`config.mk`:
```
export PLATFORM = sky130hd
export DESIGN_NAME = rx_watermark_fifo
export DESIGN_NICKNAME = d
export VERILOG_FILES = /design/src/rtl/rxq_pkg.sv /design/src/rtl/rxq_store.sv /design/src/rtl/rxq_wm.sv /design/src/rtl/rxq_flags.sv /design/src/rtl/rx_watermark_fifo.sv
export SDC_FILE = /design/constraint.sdc
export NUM_CORES = 1
export LEC_CHECK = 0
export BUFFER_PORTS_ARGS = -buffer_cell sky130_fd_sc_hd__buf_4
export CORE_ASPECT_RATIO = 0.8
export CORE_UTILIZATION = 40
export DETAILED_ROUTE_END_ITERATION = 12
export GPL_TIMING_DRIVEN = 0
export PLACE_DENSITY = 0.6
export RECOVER_POWER = 100
export SYNTH_ARGS = -nofsm -noshare
export SYNTH_HDL_FRONTEND = slang
export SYNTH_SLANG_ARGS = --single-unit
```
`constraint.sdc`:
```
create_clock -name clk -period 8 [get_ports clk]
set_clock_uncertainty 0.15 [all_clocks]
set_input_delay 1.2 -clock clk [delete_from_list [all_inputs] [get_ports clk]]
set_output_delay 1.2 -clock clk [all_outputs]
set_load 0.005 [all_outputs]
```
`src/rtl/rxq_pkg.sv`:
```
package rxq_pkg;

    localparam int unsigned RXQ_DEPTH = 16;
    localparam int unsigned RXQ_DW    = 8;

    // Per-cycle decisions taken by the storage, consumed by the flag logic
    typedef struct packed {
        logic push_acc;
        logic pop_acc;
        logic push_drop;
    } rxq_ops_t;

    // Status bundle produced by the flag logic
    typedef struct packed {
        logic empty;
        logic full;
        logic wm_hit;
        logic overflow;
    } rxq_flags_t;

    // Threshold test: count reaches watermark plus one
    function automatic logic rxq_reached(input int unsigned count, input int unsigned wm);
        return count >= wm + 1;
    endfunction

endpackage

```
`src/rtl/rxq_store.sv`:
```
module rxq_store
    import rxq_pkg::*;
#(
    parameter int unsigned DEPTH = RXQ_DEPTH,
    parameter int unsigned DW    = RXQ_DW,
    localparam int unsigned PW   = $clog2(DEPTH),
    localparam int unsigned CW   = PW + 1
) (
    input  logic          clk,
    input  logic          rst,
    input  logic          flush,
    input  logic          push_valid,
    input  logic [DW-1:0] push_data,
    input  logic          pop,
    output logic [CW-1:0] count,
    output logic [DW-1:0] rd_data,
    output rxq_ops_t      ops
);

    logic [DW-1:0] mem [DEPTH];
    logic [PW-1:0] wr_ptr;
    logic [PW-1:0] rd_ptr;
    logic          not_full;
    logic          not_empty;

    assign not_full  = (count != CW'(DEPTH));
    assign not_empty = (count != '0);

    always_comb begin
        ops.pop_acc   = pop && not_empty && !flush;
        ops.push_acc  = push_valid && !flush && (not_full || ops.pop_acc);
        ops.push_drop = push_valid && !flush && !ops.push_acc;
    end

    function automatic logic [PW-1:0] ptr_next(input logic [PW-1:0] p);
        return (p == PW'(DEPTH - 1)) ? '0 : p + PW'(1);
    endfunction

    always_ff @(posedge clk) begin
        if (ops.push_acc) begin
            mem[wr_ptr] <= push_data;
        end
    end

    always_ff @(posedge clk) begin
        if (rst) begin
            wr_ptr  <= '0;
            rd_ptr  <= '0;
            count   <= '0;
            rd_data <= '0;
        end else if (flush) begin
            wr_ptr  <= '0;
            rd_ptr  <= '0;
            count   <= '0;
        end else begin
            if (ops.push_acc) begin
                wr_ptr <= ptr_next(wr_ptr);
            end
            if (ops.pop_acc) begin
                rd_data <= mem[rd_ptr];
                rd_ptr  <= ptr_next(rd_ptr);
            end
            count <= count + CW'(ops.push_acc) - CW'(ops.pop_acc);
        end
    end

    // the count never exceeds the capacity
    p_count_bound_r3: assert property (@(posedge clk) disable iff (rst)
        count <= CW'(DEPTH));

    // an idle pop on an empty FIFO changes neither count nor data
    p_pop_empty_r6: assert property (@(posedge clk) disable iff (rst)
        (pop && count == '0 && !push_valid && !flush) |=>
            ($stable(rd_data) && count == '0));

    // push and pop together on a full FIFO keep it full
    p_full_swap_r8: assert property (@(posedge clk) disable iff (rst)
        (push_valid && pop && !flush && count == CW'(DEPTH)) |=>
            (count == CW'(DEPTH)));

    // a flush leaves the FIFO empty
    p_flush_empty_r9: assert property (@(posedge clk) disable iff (rst)
        flush |=> (count == '0));

endmodule

```
`src/rtl/rxq_wm.sv`:
```
module rxq_wm #(
    parameter int unsigned PW = 4
) (
    input  logic          clk,
    input  logic          rst,
    input  logic          flush,
    input  logic          wm_we,
    input  logic [PW-1:0] wm_data,
    output logic [PW-1:0] wm
);

    always_ff @(posedge clk) begin
        if (rst) begin
            wm <= '0;
        end else if (wm_we) begin
            wm <= wm_data;
        end
    end

    // a flush without a write keeps the watermark
    p_wm_keep_r9: assert property (@(posedge clk) disable iff (rst)
        (flush && !wm_we) |=> $stable(wm));

endmodule

```
`src/rtl/rxq_flags.sv`:
```
module rxq_flags
    import rxq_pkg::*;
#(
    parameter int unsigned DEPTH = RXQ_DEPTH,
    localparam int unsigned PW   = $clog2(DEPTH),
    localparam int unsigned CW   = PW + 1
) (
    input  logic          clk,
    input  logic          rst,
    input  logic          flush,
    input  logic [CW-1:0] count,
    input  logic [PW-1:0] wm,
    input  rxq_ops_t      ops,
    output logic [PW-1:0] occ,
    output rxq_flags_t    flags
);

    logic sticky_ovf;

    always_ff @(posedge clk) begin
        if (rst) begin
            sticky_ovf <= 1'b0;
        end else if (flush) begin
            sticky_ovf <= 1'b0;
        end else if (ops.push_drop) begin
            sticky_ovf <= 1'b1;
        end
    end

    always_comb begin
        occ            = (count == '0) ? '0 : PW'(count - CW'(1));
        flags.empty    = (count == '0);
        flags.full     = (count == CW'(DEPTH));
        flags.wm_hit   = rxq_reached(int'(count), int'(wm));
        flags.overflow = sticky_ovf;
    end

    // empty and full are never both set
    p_empty_full_r3: assert property (@(posedge clk) disable iff (rst)
        !(flags.empty && flags.full));

    // the watermark can never be reached with nothing stored
    p_hit_nonempty_r5: assert property (@(posedge clk) disable iff (rst)
        flags.wm_hit |-> !flags.empty);

    // a dropped push raises the overflow flag
    p_drop_sets_r7: assert property (@(posedge clk) disable iff (rst)
        ops.push_drop |=> flags.overflow);

    // the overflow flag stays set until flushed
    p_ovf_sticky_r7: assert property (@(posedge clk) disable iff (rst)
        (flags.overflow && !flush) |=> flags.overflow);

endmodule

```
`src/rtl/rx_watermark_fifo.sv`:
```
module rx_watermark_fifo
    import rxq_pkg::*;
#(
    parameter int unsigned DEPTH = RXQ_DEPTH,
    parameter int unsigned DW    = RXQ_DW,
    localparam int unsigned PW   = $clog2(DEPTH),
    localparam int unsigned CW   = PW + 1
) (
    input  logic          clk,
    input  logic          rst,
    input  logic          flush_i,
    input  logic          push_valid_i,
    input  logic [DW-1:0] push_data_i,
    input  logic          pop_i,
    output logic [DW-1:0] rd_data_o,
    output logic [PW-1:0] occ_o,
    input  logic          wm_we_i,
    input  logic [PW-1:0] wm_data_i,
    output logic [PW-1:0] wm_o,
    output logic          wm_hit_o,
    output logic          empty_o,
    output logic          full_o,
    output logic          overflow_o
);

    logic [CW-1:0] count;
    rxq_ops_t      ops;
    rxq_flags_t    flags;

    rxq_store #(.DEPTH(DEPTH), .DW(DW)) u_store (
        .clk        (clk),
        .rst        (rst),
        .flush      (flush_i),
        .push_valid (push_valid_i),
        .push_data  (push_data_i),
        .pop        (pop_i),
        .count      (count),
        .rd_data    (rd_data_o),
        .ops        (ops)
    );

    rxq_wm #(.PW(PW)) u_wm (
        .clk     (clk),
        .rst     (rst),
        .flush   (flush_i),
        .wm_we   (wm_we_i),
        .wm_data (wm_data_i),
        .wm      (wm_o)
    );

    rxq_flags #(.DEPTH(DEPTH)) u_flags (
        .clk   (clk),
        .rst   (rst),
        .flush (flush_i),
        .count (count),
        .wm    (wm_o),
        .ops   (ops),
        .occ   (occ_o),
        .flags (flags)
    );

    assign empty_o    = flags.empty;
    assign full_o     = flags.full;
    assign wm_hit_o   = flags.wm_hit;
    assign overflow_o = flags.overflow;

    // a pop of a non-empty FIFO without flush leaves room afterwards
    p_pop_room_r2: assert property (@(posedge clk) disable iff (rst)
        (pop_i && !empty_o && !flush_i && !push_valid_i) |=> !full_o);

endmodule

```
# Word level (Yosys, flattened, before mapping)
# Memory sizes are Yosys's and may differ from the RTL's. A register that Yosys moved wholly into a read port is not among the register bits.
# Cells that the tools add are included.
# W data, S select, Z words.
[classes] n_bitwise=1 n_lt_le_gt_ge=1 n_eq_ne=4 muxes=5 addsub=6 n_reduce_logical=12
[ops] op="$mux W4" n=3
[ops] op="$add A4 B1 Y4 const B" n=2
[ops] op="$eq A4 B4 Y1 const B" n=2
[ops] op="$add A4 B1 Y5 const B" n=1
[ops] op="$add A5 B1 Y5" n=1
[ops] op="$eq A5 B5 Y1 const B" n=1
[ops] op="$ge A5 B5 Y1" n=1
[ops] op="$logic_and A1 B1 Y1" n=5
[ops] op="$logic_not A5 Y1" n=1
[ops] op="$ne A5 B5 Y1 const B" n=1
[ops] op="$reduce_bool A5 Y1" n=1
[ops] op="$sub A5 B1 Y5" n=1
[ops] op="$sub A4 B1 Y4 const B" n=1
[ops] op="$logic_not A1 Y1" n=2
[ops] op="$mux W1" n=2
[ops] op="$reduce_and A2 Y1" n=1
[ops] op="$reduce_or A2 Y1" n=1
[ops] op="$logic_or A1 B1 Y1" n=1
[ops] op="$not A1 Y1" n=1
[word_totals] ramBits=128 reg_bits=18 out_inout_bits=20 word_cells=35 input_bits=18 mem_count=1
[memory_table] name="u_store.mem" depth=16 word_bits=8 read_ports=1 rd_clocked_by_memory_dff=1 wr=1 line="rxq_store.sv:20" text="logic [DW-1:0] mem [DEPTH];"

# Longest topological paths before layout
# Gate-level depths: netlist of run 1.
[depth] depth_word=7 mapped_depth=15

# Modules after synthesis
# From an unflattened synthesis of run 1, not the netlist that was laid out.
[hier_totals] cells_unflattened=376 area_unflattened_um2=6571.3
[modules_own_cells] mod="rxq_store" seq_area_each_um2=4264.1 cells_each=328 instances=1 area_per_inst_um2=6137.1
[modules_own_cells] mod="rxq_flags" seq_area_each_um2=20.0 cells_each=35 instances=1 area_per_inst_um2=294.0
[modules_own_cells] mod="rxq_wm" seq_area_each_um2=80.1 cells_each=13 instances=1 area_per_inst_um2=140.1

# Least setup slack after synthesis of run 1
# OpenSTA, ideal clock, no wires.
[synth_path] kind="input to register" start="input pop_i" end="register u_store.count[4]" setup_slack_ns=4.534 arrival_time_ns=3.246 t_required_ns=7.780 cell_stages=12 cell_sequence="inv_1 > or3_4 > inv_2 > buf_2 > ha_1 > inv_1 > ha_1 > fa_1 > a21oi_1 > nor2_1 > or3_1 > a21oi_1"
[synth_rtl] item="start, declared" line="rx_watermark_fifo.sv:14" text="input logic pop_i,"
[synth_rtl] item="end signal, assigned" line="rxq_store.sv:63" text="count <= count + CW'(ops.push_acc) - CW'(ops.pop_acc);"
[synth_rtl] item="end, declared" line="rxq_store.sv:15" text="output logic [CW-1:0] count,"

==> results of run 1 <==
[state kept, by name, summed over array words and instances (netlist names)]
name                cells
u_wm.wm                 4
u_store.wr_ptr          4
u_store.count           5
u_store.rd_data         8
u_store.rd_ptr          4
u_flags.sticky_ovf      1
u_store.mem           128
[synthesized netlist by cell type (all sizes together) (6+ instances only)]
| cell type | number | area (um^2) |
|---|---|---|
| clkbuf | 6 | 23.8 |
| dfxtp | 26 | 521 |
| nor3 | 12 | 60.1 |
| mux2i | 22 | 220 |
| mux4 | 24 | 552 |
| a221oi | 8 | 76.3 |
| o22ai | 8 | 50.1 |
| a211o | 8 | 70.1 |
| edfxtp | 128 | 3840 |
| ha | 21 | 263 |
| buf | 14 | 85.1 |
| nor2 | 45 | 169 |
| a21oi | 11 | 58.8 |
| nand2 | 12 | 45.0 |
| inv | 15 | 56.3 |
[cell usage in the layout (no fill, tap or decap), types with 5 or more instances in the layout]
cell and instances:
a211o_1 8, a21oi_1 11, a221oi_1 7, buf_4 10, clkbuf_1 20, clkbuf_16 17
clkbuf_4 18, dfxtp_1 26, edfxtp_1 128, ha_1 21, inv_1 15, mux2i_1 22
mux4_2 21, nand2_1 12, nor2_1 45, nor3_1 12, o22ai_1 8, xor2_1 5
[routing by layer]
layer | GRT usage [%] | part of all wire [%] | up-vias
met3 | 4.75 | 8.0 | 12
li1 | - | - | 1624
met1 | 25.3 | 47 | 1765
met5 | 0 | 0 | -
met2 | 26.1 | 44 | 112
met4 | 5.81 | 1.1 | 0
[power by group through the flow]
stage / Clock, uW / Combinational [uW] / Sequential (uW)
finish: 777 / 168 / 892
global route: 824 / 190 / 894
CTS: 792 / 185 / 892
detailed placement: 0 / 184 / 909
global placement: 0 / 181 / 908
floorplan: 0 / 103 / 907
[worst min-delay path: stages (launching register included)]
cell	delay [ns]
dfxtp_1	0.33
a31oi_1	0.04
nor2_1	0.07
[cells by family after synthesis]
logic type,after synthesis,share of synthesized area (%)
xor gates and xnor gates,9,1.24
muxes,46,12.1
AOI/OAI and AO/OA,43,4.82
buffers and inverters,35,2.60
DFF,154,68.6
and+or+nand+nor,86,6.14
adders and majority gates,22,4.45
[path summary, 6_finish.rpt]
kind                      startpoint                 end  slack (ns)  cells after the start
setup reg to reg    u_store.count[2]    u_store.count[4]        4.08                     15
hold reg to reg   u_flags.sticky_ovf  u_flags.sticky_ovf        0.32                      2
setup / recovery    u_store.count[2]    u_store.count[4]        4.08                     15
hold / removal    u_flags.sticky_ovf  u_flags.sticky_ovf        0.32                      2
[area by class of cell]
| type | instances | share of cell area [%] |
|---|---|---|
| clock buffers | 20 | 6.30 |
| plain buffers | 20 | 1.25 |
| well taps | 210 | 3.55 |
| inverters | 15 | 0.760 |
| flip-flops and latches | 154 | 58.9 |
| repair buffers | 36 | 3.09 |
| multi-input cells | 206 | 24.6 |
| clock inverters | 12 | 1.57 |
[per-stage QoR]
step | setup slack, ns | util (%)
after global routing | 3.81 | 48.5
after floorplan | 4.53 | -
after detailed placement | 4.18 | 45.2
after global placement | 4.20 | 45.2
after CTS | 4.48 | 49.0
final | 4.08 | 48.5
==> metrics.txt, run 1 <==
wire length of the first global-routing pass=20200 um; count of synthesis-stage warnings from yosys=0; Vias/cell=5.22; Clock Sink Count=154; CP arrival=4.13 ns; share of final-layout standard cells stronger than drive strength 1=19.2%; number of nets with antenna violations after routing=0; count of input and output buffers=36; status=completed; power per standard cell area=248 nW/um^2; maximum resistive drop on vdd=0.150 mV; Net count, final=490; Leak Pwr=0.00244 uW; total overflow reported by the global router=0; total die area=16400 um^2; synthesized net count=435; std cell rows=40; height of the chip=115 um; count of placed standard cells in the final layout, fillers left out=673; Area growth syn-to-layout=16.5%; Cells after DPL=641; starting density of the core=41.7%; wire length per cell after detailed routing=19.6 um; CTS root buffer=clkbuf_16; length of the first detailed-routing pass in iterations=5; Buf+Inv Stages, Crit Path=5; clock tree from TritonCTS=done; placed cell area=6890 um^2; Worst slew margin=10.4%; upper clock frequency limit=255 MHz; maximum number of pins on one net before global-route repair=17; slew at the pin closest to its max-slew limit=1.33 ns; detailed router's first-iteration violation count=296; max-capacitance violation count=0; number of standard cells after synthesis=395; Final HPWL DP=8910 um; total core area=15300 um^2; H-tree depth=4; combinational share of power=9.1%; Final Critical Period=3.92 ns; clock transition at the register clock pins on the worst setup and hold paths after CTS=0.06 ns; Die X=143 um; routability cong.=0.781; Tcrit/Tclk final=49.0%; combined area of the multi-input logic cells=1820 um^2; top flip-flop cell by instance count after synthesis=edfxtp_1; share of synthesized area occupied by flip-flops and latches=68.6%; post-cts resize count=0; unrepaired setup endpoints after global routing=false; clock insertion delay at the later pin of the skew report=0.42 ns; flip-flop and latch count after synthesis=154; post-synth cell types=41; overall power=1840 uW; Async S/R FF share, synth=0%; Net Sw Frac=22.9%; detailed-route via count=3513; final number of setup-violating endpoints=0; Design Area, Final=7410 um^2; CP peak stage delay=0.52 ns; data required time at the worst endpoint=8.21 ns; initial antenna violation count=0; number of fill cells=1327; area of the mapped netlist=6360 um^2; via count of the first global-routing pass=3528; minimum hold slack=0.321 ns; number of buffers created by CTS=17; Final TNS setup=0 ns; net switching power of the design=421 uW; hold buffers post-CTS=0; type of destination of the critical path=register; design internal power=1420 uW; GR Util All Layers=17.6%; count of flip-flops with a built-in enable after synthesis=128; sequential power share=48.5%; Post-Route WL=13200 um; element type at the critical path start=register; CP cell instances=inv_1 > ha_1 > and3b_1 > clkbuf_1 > or3_1 > inv_1 > clkbuf_1 > ha_1 > inv_1 > ha_1 > fa_1 > a21oi_1 > nor2_1 > or3_1 > a21oi_1; drt drc=0; library cell contributing the largest single delay on the critical path=clkbuf_1; CTS Buffer Depth=2; Diodes inserted=0; worst hold path class=reg -> reg; total area of sequential cells=4360 um^2; Final Hold Viols=0; cell class contributing the biggest share of worst-path delay=adder cells; part of the power in the clock network=42.3%; average cell area after synthesis=16.1 um^2; type of the worst setup path=reg -> reg; largest fanout on the critical path=10; Boundary Pins=38; fin. max-slew vios=0; post-CTS setup buffers=0
No activity file was read; power rests on OpenSTA's default activity.
==> inputs of run 2 (changes only) <==
==> constraint.sdc (replaced) <==
create_clock -name clk -period 3.7 [get_ports clk]
set_clock_uncertainty 0.15 [all_clocks]
set_input_delay 0.555 -clock clk [delete_from_list [all_inputs] [get_ports clk]]
set_output_delay 0.555 -clock clk [all_outputs]
set_load 0.005 [all_outputs]
==> metrics.txt, run 2 (synthesized netlist as in run 1, its figures left out) <==
Final HPWL DP=8910 um (unchanged); CP peak stage delay=0.42 ns (-0.10 ns); placed cell area=6890 um^2 (unchanged); type of the worst setup path=reg -> reg; detailed-route via count=3509 (-0.11%); height of the chip=115 um (unchanged); starting density of the core=41.7% (unchanged); commonest cells after routing, fill and taps aside=128 x edfxtp_1, 45 x nor2_1, 26 x dfxtp_1; wire length per cell after detailed routing=19.7 um (+0.73%); GR Util All Layers=17.6% (unchanged); largest registers=u_store.mem (128), u_store.rd_data (8), u_store.count (5); drt drc=0 (unchanged); Die X=143 um (unchanged); via count of the first global-routing pass=3528 (unchanged); power per standard cell area=537 nW/um^2 (+120%); pre-CTS setup slack=0.208 ns (-3.97 ns); slew at the pin closest to its max-slew limit=1.34 ns (+0.00630 ns); Area growth syn-to-layout=16.8%; register containing the most flip-flops in the final layout=u_store.mem; Worst slew margin=9.95% (-0.42 points); share of final-layout standard cells stronger than drive strength 1=20.3% (+1.1 points); Diodes inserted=0 (unchanged); length of the first detailed-routing pass in iterations=5 (unchanged); count of input and output buffers=36 (unchanged); number of nets with antenna violations after routing=0 (unchanged); CTS root buffer=clkbuf_16; Tcrit/Tclk final=91.6% (+43 points); count of placed standard cells in the final layout, fillers left out=672 (-0.15%); CP arrival=3.60 ns (-0.53 ns); library cell contributing the largest single delay on the critical path=fa_1; total die area=16400 um^2 (unchanged); max FFs per register=128 (unchanged); clock insertion delay at the later pin of the skew report=0.42 ns (about the same); element type at the critical path start=register; commonest non-fill, non-tap cell in the layout=edfxtp_1; unrepaired setup endpoints after global routing=false; H-tree depth=4 (unchanged); Vias/cell=5.22 (about the same); Final TNS setup=0 ns (unchanged); Leak Pwr=0.00245 uW (+0.43%); Boundary Pins=38 (unchanged); hold buffers post-CTS=0 (unchanged); data required time at the worst endpoint=3.91 ns (-4.30 ns); upper clock frequency limit=295 MHz (+16%); detailed router's first-iteration violation count=310 (+4.7%); overall power=3990 uW (+120%); Buf+Inv Stages, Crit Path=4 (-1); number of buffers created by CTS=17 (unchanged); Most common cell on crit path=ha_1; Post-Route WL=13300 um (+0.58%); maximum resistive drop on vdd=0.323 mV (+120%); clock transition at the register clock pins on the worst setup and hold paths after CTS=0.07 ns (about the same); max-capacitance violation count=0 (unchanged); type of destination of the critical path=register; Final Hold Viols=0 (unchanged); status=completed; Clock Sink Count=154 (unchanged); largest fanout on the critical path=12 (+2); clock tree from TritonCTS=done; std cell rows=40 (unchanged); Cells after DPL=641 (unchanged); maximum number of pins on one net before global-route repair=17 (unchanged); post-cts resize count=0 (unchanged); Net count, final=489 (-0.20%); Design Area, Final=7430 um^2 (+0.22%); total core area=15300 um^2 (unchanged); initial antenna violation count=0 (unchanged); Final Critical Period=3.39 ns (-0.535 ns); CP cell instances=inv_1 > ha_1 > and3b_1 > buf_6 > or3_4 > inv_2 > ha_1 > inv_1 > ha_1 > fa_1 > a21oi_1 > nor2_1 > or3_1 > a21oi_1; worst setup slack after layout=0.312 ns (-3.76 ns); routability cong.=0.781 (unchanged); final number of setup-violating endpoints=0 (unchanged); CTS Buffer Depth=2 (unchanged); wire length of the first global-routing pass=20200 um (unchanged); worst hold path class=in -> reg; fin. max-slew vios=0 (unchanged); cell class contributing the biggest share of worst-path delay=adder cells; total overflow reported by the global router=0 (unchanged)
==> run 2: final cells by class <==
cell class	instances	area, um^2
fill	1323	7840
inverter	15	56.3
sequential	154	4360
timing repair buffer	36	229
multi-input combinational	206	1830
clock buffer	20	467
clock inverter	12	116
buffer	19	96.3
tap	210	263
==> run 2: worst paths after layout <==
kind	start	endpoint	slack [ns]	cells past startpoint
hold reg to reg	u_flags.sticky_ovf	u_flags.sticky_ovf	0.32	2
hold / removal	wm_data_i[3]	u_wm.wm[3]	0.22	3
setup reg to reg	u_store.count[2]	u_store.count[4]	0.31	14
setup / recovery	u_store.count[2]	u_store.count[4]	0.31	14
==> run 2: repair_timing <==
action / in CTS / in global routing
hold endpoints to repair: 0 / 0
buffers inserted: 0 / 0
endpoints found under the setup margin: 0 / 1
==> run 2: report_power, final <==
part	internal [uW]	leakage [uW]	switching [uW]	total, uW
clock	985	0.000277	701	1690
combinational	181	0.000813	194	375
sequential	1910	0.00136	22.1	1930
==> run 2: worst reg2reg max path: stages, from the launching register on <==
cell and delay (ns):
dfxtp_1 0.41, inv_1 0.12, ha_1 0.22, and3b_1 0.17
buf_6 0.13, or3_4 0.36, inv_2 0.25, ha_1 0.17
inv_1 0.04, ha_1 0.19, fa_1 0.42, a21oi_1 0.17
nor2_1 0.06, or3_1 0.34, a21oi_1 0.13
==> run 2: metal layers <==
layer / vias to the layer above / track usage (%) / routed length [um]
met4: 0 / 5.81 / 134
met5: - / 0 / 0
met1: 1779 / 25.3 / 6520
met2: 94 / 26.1 / 5840
li1: 1624 / - / -
met3: 12 / 4.75 / 775
==> run 2: per-stage QoR <==
step	hold WS (ns)	utilization, %
final	0.224	48.6
after CTS	0.214	49.0
after detailed placement	0.312	45.2
after floorplan	0.311	-
after global placement	0.302	45.2
after global routing	0.233	48.6
